[config.mk]
export PLATFORM = sky130hd
export DESIGN_NAME = patch_dist_array
export DESIGN_NICKNAME = d
export VERILOG_FILES = /design/src/rtl/pda_pkg.sv /design/src/rtl/pda_delay_line.sv /design/src/rtl/pda_pe.sv /design/src/rtl/pda_ctrl.sv /design/src/rtl/patch_dist_array.sv
export SDC_FILE = /design/constraint.sdc
export NUM_CORES = 2
export LEC_CHECK = 0
export ABC_CLOCK_PERIOD_IN_PS = 21700
export BUFFER_PORTS_ARGS = -buffer_cell sky130_fd_sc_hd__buf_2
export CORE_AREA = 5 5 513 642
export DETAILED_ROUTE_END_ITERATION = 12
export DIE_AREA = 0 0 518 647
export HOLD_SLACK_MARGIN = 0.05
export PLACE_DENSITY = 0.39
export REMOVE_ABC_BUFFERS = 1
export SLEW_MARGIN = 40
export SYNTH_ARGS = -nofsm -noshare
export SYNTH_HDL_FRONTEND = slang
export SYNTH_SLANG_ARGS = --single-unit
[constraint.sdc]
create_clock -name clk -period 21.7 [get_ports clk]
set_input_delay 2.17 -clock clk [delete_from_list [all_inputs] [get_ports clk]]
set_output_delay 2.17 -clock clk [all_outputs]
set_load 0.01 [all_outputs]
[src/rtl/pda_pkg.sv]
package pda_pkg;

   typedef enum logic [1:0] {
      ST_IDLE  = 2'd0,
      ST_RUN   = 2'd1,
      ST_FLUSH = 2'd2,
      ST_DRAIN = 2'd3
   } pda_state_e;

   function automatic int pda_max(input int a, input int b);
      return (a > b) ? a : b;
   endfunction

   function automatic int pda_bits(input int v);
      return (v <= 1) ? 1 : $clog2(v + 1);
   endfunction

endpackage

[src/rtl/pda_delay_line.sv]
// Tapped delay line: tap[n] is din delayed by OFS+n enabled advances.
module pda_delay_line #(
   parameter int W    = 9,
   parameter int OFS  = 0,
   parameter int NTAP = 4,
   localparam int LEN = OFS + NTAP - 1
) (
   input  logic                     clk,
   input  logic                     rst_n,
   input  logic                     clr,
   input  logic                     en,
   input  logic [W-1:0]             din,
   output logic [NTAP-1:0][W-1:0]   tap
);

   if (LEN == 0) begin : g_wire
      assign tap[0] = din;
   end else begin : g_regs
      logic [W-1:0] sr [1:LEN];

      always_ff @(posedge clk or negedge rst_n) begin
         if (!rst_n) begin
            for (int s = 1; s <= LEN; s++) sr[s] <= '0;
         end else if (clr) begin
            for (int s = 1; s <= LEN; s++) sr[s] <= '0;
         end else if (en) begin
            sr[1] <= din;
            for (int s = 2; s <= LEN; s++) sr[s] <= sr[s-1];
         end
      end

      for (genvar n = 0; n < NTAP; n++) begin : g_tap
         if (OFS + n == 0) begin : g_direct
            assign tap[n] = din;
         end else begin : g_delayed
            assign tap[n] = sr[OFS+n];
         end
      end
   end

endmodule

[src/rtl/pda_pe.sv]
// One element: squared-difference accumulator that doubles as a drain stage.
module pda_pe #(
   parameter int DW = 8,
   parameter int AW = 26
) (
   input  logic          clk,
   input  logic          rst_n,
   input  logic          clr,
   input  logic          en,
   input  logic          shift,
   input  logic [DW-1:0] f,
   input  logic          f_tag,
   input  logic [DW-1:0] t,
   input  logic [AW-1:0] chain_in,
   output logic [AW-1:0] acc
);

   localparam int SW = 2 * DW;

   logic [DW-1:0] diff;
   logic [SW-1:0] sq;

   assign diff = (f >= t) ? (f - t) : (t - f);
   assign sq   = SW'(diff) * SW'(diff);

   always_ff @(posedge clk or negedge rst_n) begin
      if (!rst_n) begin
         acc <= '0;
      end else if (clr) begin
         acc <= '0;
      end else if (shift) begin
         acc <= chain_in;
      end else if (en && f_tag) begin
         acc <= acc + AW'(sq);
      end
   end

endmodule

[src/rtl/pda_ctrl.sv]
// Job sequencer: run (beats), flush (skew emptying), drain (serial shift).
module pda_ctrl
   import pda_pkg::*;
#(
   parameter int ROWS  = 4,
   parameter int COLS  = 4,
   parameter int KMAX  = 16,
   parameter int CHANS = 4,
   parameter int KSW   = 5,
   parameter int CW    = 11
) (
   input  logic           clk,
   input  logic           rst_n,
   input  logic           start,
   input  logic [KSW-1:0] ksize,
   input  logic           fv,
   input  logic           tv,
   output logic           adv,
   output logic           tag,
   output logic           clr,
   output logic           shift,
   output logic           done,
   output logic           res_valid
);

   localparam int  FLUSH_LEN = ROWS + COLS - 2;
   localparam int  RC        = ROWS * COLS;
   localparam bit  HAS_FLUSH = (FLUSH_LEN > 0);

   pda_state_e    state_q;
   logic [CW-1:0] cnt_q;
   logic [CW-1:0] nbeats_q;
   logic          done_q;
   logic          k_ok;
   logic          start_ok;
   logic          last_beat;
   logic          last_flush;
   logic          last_drain;

   assign k_ok       = (ksize != '0) && (ksize <= KSW'(KMAX));
   assign start_ok   = start && (state_q == ST_IDLE) && k_ok;
   assign adv        = ((state_q == ST_RUN) && fv && tv) || (state_q == ST_FLUSH);
   assign tag        = (state_q == ST_RUN);
   assign clr        = start_ok;
   assign shift      = (state_q == ST_DRAIN);
   assign res_valid  = shift;
   assign done       = done_q;
   assign last_beat  = (cnt_q == nbeats_q - CW'(1));
   assign last_flush = (cnt_q == CW'(FLUSH_LEN - 1));
   assign last_drain = (cnt_q == CW'(RC - 1));

   always_ff @(posedge clk or negedge rst_n) begin
      if (!rst_n) begin
         state_q  <= ST_IDLE;
         cnt_q    <= '0;
         nbeats_q <= '0;
         done_q   <= 1'b0;
      end else begin
         done_q <= 1'b0;
         unique case (state_q)
            ST_IDLE: begin
               if (start_ok) begin
                  nbeats_q <= CW'(ksize) * CW'(ksize) * CW'(CHANS);
                  cnt_q    <= '0;
                  state_q  <= ST_RUN;
               end
            end
            ST_RUN: begin
               if (adv) begin
                  if (last_beat) begin
                     cnt_q <= '0;
                     if (HAS_FLUSH) begin
                        state_q <= ST_FLUSH;
                     end else begin
                        state_q <= ST_DRAIN;
                        done_q  <= 1'b1;
                     end
                  end else begin
                     cnt_q <= cnt_q + CW'(1);
                  end
               end
            end
            ST_FLUSH: begin
               if (last_flush) begin
                  cnt_q   <= '0;
                  state_q <= ST_DRAIN;
                  done_q  <= 1'b1;
               end else begin
                  cnt_q <= cnt_q + CW'(1);
               end
            end
            ST_DRAIN: begin
               if (last_drain) begin
                  cnt_q   <= '0;
                  state_q <= ST_IDLE;
               end else begin
                  cnt_q <= cnt_q + CW'(1);
               end
            end
            default: state_q <= ST_IDLE;
         endcase
      end
   end

endmodule

[src/rtl/patch_dist_array.sv]
module patch_dist_array
   import pda_pkg::*;
#(
   parameter int  ROWS  = 4,
   parameter int  COLS  = 4,
   parameter int  DW    = 8,
   parameter int  KMAX  = 16,
   parameter int  CHANS = 4,
   localparam int KSW   = $clog2(KMAX + 1),
   localparam int NMAX  = KMAX * KMAX * CHANS,
   localparam int AW    = 2 * DW + $clog2(NMAX)
) (
   input  logic                 clk,
   input  logic                 rst_n,
   input  logic                 start,
   input  logic [KSW-1:0]       ksize,
   input  logic                 feat_valid,
   input  logic [ROWS*DW-1:0]   feat_data,
   input  logic                 tmpl_valid,
   input  logic [COLS*DW-1:0]   tmpl_data,
   output logic                 done,
   output logic                 res_valid,
   output logic [AW-1:0]        res_data
);

   localparam int RC = ROWS * COLS;
   localparam int CW = pda_bits(pda_max(pda_max(NMAX, RC), ROWS + COLS));

   if (ROWS < 1 || COLS < 1) begin : g_bad_grid
      $error("patch_dist_array: grid must be at least 1x1");
   end
   if (DW < 1) begin : g_bad_dw
      $error("patch_dist_array: DW must be positive");
   end
   if (KMAX < 1 || CHANS < 1) begin : g_bad_win
      $error("patch_dist_array: KMAX and CHANS must be positive");
   end

   logic adv_w;
   logic tag_w;
   logic clr_w;
   logic shift_w;

   pda_ctrl #(
      .ROWS (ROWS),
      .COLS (COLS),
      .KMAX (KMAX),
      .CHANS(CHANS),
      .KSW  (KSW),
      .CW   (CW)
   ) u_ctrl (
      .clk      (clk),
      .rst_n    (rst_n),
      .start    (start),
      .ksize    (ksize),
      .fv       (feat_valid),
      .tv       (tmpl_valid),
      .adv      (adv_w),
      .tag      (tag_w),
      .clr      (clr_w),
      .shift    (shift_w),
      .done     (done),
      .res_valid(res_valid)
   );

   // Row lanes carry the byte plus a beat tag; column lanes carry the byte only.
   logic [COLS-1:0][DW:0]   row_tap [ROWS];
   logic [ROWS-1:0][DW-1:0] col_tap [COLS];
   logic [RC-1:0][AW-1:0]   acc_bus;

   for (genvar i = 0; i < ROWS; i++) begin : g_row
      pda_delay_line #(
         .W   (DW + 1),
         .OFS (i),
         .NTAP(COLS)
      ) u_rdl (
         .clk  (clk),
         .rst_n(rst_n),
         .clr  (clr_w),
         .en   (adv_w),
         .din  ({tag_w, feat_data[i*DW +: DW]}),
         .tap  (row_tap[i])
      );
   end

   for (genvar j = 0; j < COLS; j++) begin : g_col
      pda_delay_line #(
         .W   (DW),
         .OFS (j),
         .NTAP(ROWS)
      ) u_cdl (
         .clk  (clk),
         .rst_n(rst_n),
         .clr  (clr_w),
         .en   (adv_w),
         .din  (tmpl_data[j*DW +: DW]),
         .tap  (col_tap[j])
      );
   end

   for (genvar i = 0; i < ROWS; i++) begin : g_pe_r
      for (genvar j = 0; j < COLS; j++) begin : g_pe_c
         localparam int E = i * COLS + j;
         logic [AW-1:0] chain_w;

         if (E == RC - 1) begin : g_tail
            assign chain_w = '0;
         end else begin : g_link
            assign chain_w = acc_bus[E+1];
         end

         pda_pe #(
            .DW(DW),
            .AW(AW)
         ) u_pe (
            .clk     (clk),
            .rst_n   (rst_n),
            .clr     (clr_w),
            .en      (adv_w),
            .shift   (shift_w),
            .f       (row_tap[i][j][DW-1:0]),
            .f_tag   (row_tap[i][j][DW]),
            .t       (col_tap[j][i]),
            .chain_in(chain_w),
            .acc     (acc_bus[E])
         );
      end
   end

   assign res_data = res_valid ? acc_bus[0] : '0;

endmodule

# Word level (Yosys, flattened, before mapping)

Index checks and enable logic that the tools add are counted.

Equal/unequal tests: 11
$add $sub $neg: 50
Multiplexer cells: 95
Reduce and logical (&&, ||, !) cells: 44
Order comparisons: 17
Multipliers: 17

Operator list:

| operator                                             | count |
|---|---|
| 2-to-1 mux 26 bit                                    | 49 |
| adder 26 x 16 -> 26 bit                              | 16 |
| multiplier 8 x 8 -> 16 bit                           | 16 |
| subtractor 8 bit                                     | 32 |
| greater-or-equal comparator 8 bit                    | 16 |
| 2-to-1 mux 8 bit                                     | 16 |
| 2-to-1 mux 54 bit                                    | 2 |
| 2-to-1 mux 48 bit                                    | 2 |
| 2-to-1 mux 45 bit                                    | 2 |
| 2-to-1 mux 40 bit                                    | 2 |
| 2-to-1 mux 36 bit                                    | 2 |
| 2-to-1 mux 32 bit                                    | 2 |
| 2-to-1 mux 11 bit                                    | 5 |
| 2-to-1 mux 27 bit                                    | 2 |
| 2-to-1 mux 24 bit                                    | 2 |
| nonzero test 3 bit                                   | 16 |
| case mux 11 bit (4 select lines)                     | 1 |
| logical AND 1 bit                                    | 21 |
| adder 11 x 1 -> 11 bit, second input constant        | 1 |
| equality test 11 bit                                 | 1 |
| equality test 11 x 3 -> 1 bit, second input constant | 1 |
| equality test 11 x 4 -> 1 bit, second input constant | 1 |
| subtractor 11 x 1 -> 11 bit, second input constant   | 1 |
| 2-to-1 mux 2 bit                                     | 5 |
| other kinds (14)                                     | 20 |

Bits of input ports: 74
Logic and storage cells: 290
Register bits: 745
Output and inout bits: 28

# Logic depth before layout (Yosys ltp)

Depth in word-level cells: 8
Mapped depth: 32
Gate-level depth less buffers: 32

# Hierarchy

A second synthesis with hierarchy kept.

Cells, all modules: 10,087
Area, all modules: 87,605.3 um2

Modules (own cells, without submodules):

| module                                | area an instance (um2) | seq. area each (um2) | cells each | times used |
|---|---|---|---|---|
| pda_pe (g_pe_r[2].g_pe_c[1].u_pe ...) | 4,413.0                | 650.6                | 527        | 7 |
| pda_pe (g_pe_r[0].g_pe_c[0].u_pe ...) | 4,513.1                | 650.6                | 555        | 6 |
| pda_pe (g_pe_r[1].g_pe_c[2].u_pe)     | 4,594.4                | 650.6                | 558        | 1 |
| pda_pe (g_pe_r[2].g_pe_c[0].u_pe)     | 4,561.9                | 650.6                | 560        | 1 |
| pda_pe (g_pe_r[1].g_pe_c[3].u_pe)     | 4,540.6                | 650.6                | 562        | 1 |
| pda_delay_line (g_row[3].u_rdl)       | 2,476.1                | 1,351.3              | 210        | 1 |
| pda_delay_line (g_col[3].u_cdl)       | 2,209.6                | 1,201.2              | 187        | 1 |
| pda_delay_line (g_row[2].u_rdl)       | 2,130.8                | 1,126.1              | 181        | 1 |
| pda_ctrl                              | 1,969.4                | 550.5                | 220        | 1 |
| pda_delay_line (g_col[2].u_cdl)       | 1,898.1                | 1,001.0              | 161        | 1 |
| pda_delay_line (g_row[1].u_rdl)       | 1,486.4                | 900.9                | 116        | 1 |
| pda_delay_line (g_col[1].u_cdl)       | 1,323.8                | 800.8                | 103        | 1 |
| pda_delay_line (g_row[0].u_rdl)       | 1,181.1                | 675.6                | 96         | 1 |
| pda_delay_line (g_col[0].u_cdl)       | 1,049.8                | 600.6                | 85         | 1 |
| patch_dist_array                      | 214.0                  | 0.0                  | 29         | 1 |

# Least setup slack after synthesis

No wires, ideal clock.

Path type: input to register
From: input feat_data[0]
To: register g_pe_r[0].g_pe_c[0].u_pe.acc[22]
Stages on the path: 28
Arrival: 8,105 ps
Data required time: 21,564 ps
Slack: 13,460 ps
Buffers on the path: 0
Setup time: 136 ps
Cells stage by stage: inv_1 ha_1 inv_1 fa_1 a21o_1 a21oi_1 o211ai_1 o21ai_2 nand2_1 o22a_1 xnor2_1 nor2_1 fa_1 fa_1 fa_1 inv_1 fa_1 inv_1 ha_1 a21oi_1 nor3b_1 o21ai_0 a31o_2 a221oi_1 nor2b_1 nand3_1 xor2_1 o21ai_0

Longest elaborated chain between the ends: 7
Elaborated cells on any way between the ends: 9
Those cells by class: 3 x add/sub; 1 x mul; 1 x order compare; 4 x mux

RTL lines:

| element                                                                      | line                   | source |
|---|---|---|
| start, declared                                                              | patch_dist_array.sv:18 | `input logic [ROWS*DW-1:0] feat_data,` |
| subtractor 8 bit / greater-or-equal comparator 8 bit (equally long branches) | pda_pe.sv:23           | `assign diff = (f >= t) ? (f - t) : (t - f);` |
| 2-to-1 mux 8 bit (*)                                                         | pda_pe.sv:23           |  |
| multiplier 8 x 8 -> 16 bit (*)                                               | pda_pe.sv:24           | `assign sq = SW'(diff) * SW'(diff);` |
| adder 26 x 16 -> 26 bit (*)                                                  | pda_pe.sv:34           | `acc <= acc + AW'(sq);` |
| 2-to-1 mux 26 bit (*)                                                        | pda_pe.sv:33           | `end else if (en && f_tag) begin` |
| 2-to-1 mux 26 bit (*)                                                        | pda_pe.sv:31           | `end else if (shift) begin` |
| 2-to-1 mux 26 bit (*)                                                        | pda_pe.sv:29           | `end else if (clr) begin` |
| end signal, assigned                                                         | pda_pe.sv:32           | `acc <= chain_in;` |
| end signal, assigned                                                         | pda_pe.sv:34           |  |
| end, declared                                                                | pda_pe.sv:15           | `output logic [AW-1:0] acc` |

Mark *: on every way between the ends. The rest lies on a longest branch, timed or not. The select of a mux whose other input is x is not followed.
A chain may end at the register's enable or synchronous reset.

# Final worst setup path

From: input feat_data[0]
To: register g_pe_r[0].g_pe_c[0].u_pe.acc[24]

Same word-level chain as after synthesis.

==> out/qor.yml <==
run_status:
  outcome: "complete, no violations"
worst_setup_path:
  worst-endpoint-required_ns: 22.31
  r2r_cells: 28
  worst-r2r-setup-slack_ns: 13.27
  critPathMostFrequentCell: "fa_1"
  cp.arrival_ns: 9.15
  critPathMaxStageDelay_ns: 0.56
  path_max_fanout: 10
  reg2reg_to: "g_pe_r[3].g_pe_c[0].u_pe.acc[20]$_DFFE_PN0P_"
  worstSetupEndpointType: "flop"
  critPathLaunch: "feat_data[0]"
  slowest_stage: "fa_1"
  criticalPathCategory: "in2reg"
  reg2reg_from: "g_row[3].u_rdl.tap[0]$_DFFE_PN0P_"
  start_kind: "primary input"
detailed_routing:
  num_vias: 64730
  routed_via_density: 4.645
  wl_mm: 260.8
  first_pass_iters: 5
  drt-initial-drc-count: 2717
  wl_per_cell_microns: 18.72
  drc: 0
  ant_nets: 0
sta:
  finalCriticalPeriod_ns: 8.535
  skew_ns: 0.05524
  worstMarginPinSlew_ns: 0.9472
  fin_ws_ns: 13.17
  fmaxAchievable_mhz: 117.2
  finalHoldViolCount: 0
  slew_headroom_pct: 36.85
  rsz0062_at_grt: "no"
  slew_viol_final: 0
  setup_viol: 0
  whs_ns: 0.4919
  fin_crit_sh_pct: 39.33
floorplanning:
  die_h_microns: 647
  dieArea_sq_um: 335100
  initial_core_util_pct: 24.82
  dieWidth_microns: 518
  pin_count: 102
  rows: 234
  coreArea_sq_um: 323200
synthesis:
  synthCells: 9605
  synth_top_cell_area_share_pct: 22.83
  ys_types: 108
  seq_area_frac_synth_pct: 22.83
  synthTopCellsByArea: "dfrtp_1 23%, fa_1 16%, ha_1 15%"
  ys_ff_latch: 732
  synthFlopType: "dfrtp_1"
  syn_area_sq_um: 80230
  ys_warn_count: 0
  syn_avg_cell_area_sq_um: 8.353
  async_flop_share_pct: 100.0
  yosysTopAreaCell: "dfrtp_1"
  synth-edff-count: 0
placement:
  place_hpwl_mm: 203.0
  post-place-ws_ns: 12.31
  place_inst: 13750
  place.gp.congestion: 0.8207
  port_buffers: 101
min_path:
  hp-start: "g_pe_r[3].g_pe_c[1].u_pe.acc[13]$_DFFE_PN0P_"
  min_path_cells: 2
  min_to: "g_pe_r[3].g_pe_c[0].u_pe.acc[13]$_DFFE_PN0P_"
  hp-class: "reg2reg"
finish:
  layoutNonFillerInstCount: 13940
  syn2layout_area_growth_pct: 12.18
  final_core_util_pct: 27.84
  drive_gt1_share_pct: 6.576
  layout.nets: 11270
clock_network:
  cts_inserted_buffers: 103
  ctsHoldBuffers: 0
  cts_tree: "built"
  cts_max_level: 3
  cts_resized: 0
  cts_root_buf: "clkbuf_16"
  postCtsSetupBuffers: 0
  clock_path_buffers: 3
  cts.reportedPaths.clkPinSlew_ns: 0.06
  clock-sinks: 732
  clk_latency_ns: 0.77
global_route:
  grt_max_degree: 137
  grt_use_total_pct: 15.55
  gr-total-overflow: 0
  grt_pass1_wl_mm: 412.0
  grt_pass1_vias: 70850
  antenna_found_initial: 3
run:
  cap_violations: 0
-- placed cells by master (no fill, tap or decap), drive strengths merged, types with 15 or more instances in the layout --
cell,n
xor2,179
or2,93
mux2i,112
a211oi,106
a21o,131
o21bai,53
nand2b,41
nand2,1172
nand3,97
mux2,15
or3,38
clkinv,21
inv,1572
xnor2,291
and3,68
fa,626
buf,219
a21oi,1014
a31oi,42
o211ai,25
nor2,825
a221oi,33
nand4,29
nor2b,108
nor3,124
o21ai,399
o21a,58
dfrtp,732
and2,53
o31a,16
ha,960
clkbuf,142
o31ai,41
-- stage by stage --
step | setup TNS [ns] | area, sq um
finish | 0 | 90000
global route | 0 | 90000
CTS | 0 | 89910
detailed placement | 0 | 86380
global placement | 0 | 85980
floorplan | -544.24 | 78970
-- critical path: cells and delay by family --
family	cells	cell delay [ns]
fa+ha+maj	7	2.96
compound gates	10	2.32
simple gates	5	0.71
xor+xnor	2	0.67
buf+inv	5	0.30
-- how the worst max path moves through the flow --
stage	endpoint	cells past startpoint
detailed placement	g_pe_r[0].g_pe_c[0].u_pe.acc[24]$_DFFE_PN0P_	29
floorplan	g_pe_r[1].g_pe_c[3].u_pe.acc[16]$_DFFE_PN0P_	7
CTS	g_pe_r[3].g_pe_c[0].u_pe.acc[20]$_DFFE_PN0P_	28
global placement	g_pe_r[0].g_pe_c[0].u_pe.acc[24]$_DFFE_PN0P_	31
global route	g_pe_r[3].g_pe_c[0].u_pe.acc[20]$_DFFE_PN0P_	28
finish	g_pe_r[0].g_pe_c[0].u_pe.acc[24]$_DFFE_PN0P_	29
-- registers in the layout (all words and copies together) (netlist names) --
name / flops
g_row.u_rdl.g_regs.sr: 24
u_ctrl.done: 1
u_ctrl.nbeats_q: 8
g_col.u_cdl.g_regs.sr: 24
u_ctrl.state_q: 2
u_ctrl.cnt_q: 11
g_row.u_rdl.tap: 126
g_pe_r.g_pe_c.u_pe.acc: 416
g_col.u_cdl.tap: 120
-- layer usage --
layer  track usage, %  up-vias  part of all wire, %
met2            30.94      789                   54
li1                 -    31370                    -
met3            1.432      322                  2.3
met4            5.108        0                  3.7
met1            17.11    32260                   40
met5                0        -                    0
-- cells in the mapped netlist, drive strengths merged (42+ instances only) --
library cell  count
a211oi          106
a21o            131
a21oi          1014
a31oi            42
and2             53
and3             68
clkbuf          283
dfrtp           732
fa              626
ha              960
inv            1566
mux2i           112
nand2          1172
nand3            97
nor2            825
nor2b           108
nor3            124
o21a             58
o21ai           399
o21bai           53
or2              93
xnor2           291
xor2            179
-- layout make-up --
class / instances / area [sq um]
Fill cell: 35050 / 233200
Multi-Input combinational cell: 6984 / 55350
Sequential cell: 732 / 18320
Inverter: 1567 / 5889
Tap cell: 4248 / 5315
Clock buffer: 142 / 2904
Timing Repair Buffer: 219 / 1590
Clock inverter: 43 / 625.6
Antenna cell: 1 / 2.502
-- logic make-up after synthesis --
logic type | share of synthesized area [%]
xor gates and xnor gates | 5.487
adders and majority gates | 30.59
AOI/OAI and AO/OA | 15.81
DFF | 22.83
buffers and inverters | 8.897
and+or+nand+nor | 14.73
muxes | 1.648
Power is left out: the tool's default activity adds up to more than one toggle a clock period on the data nets, which glitch-free logic cannot reach.
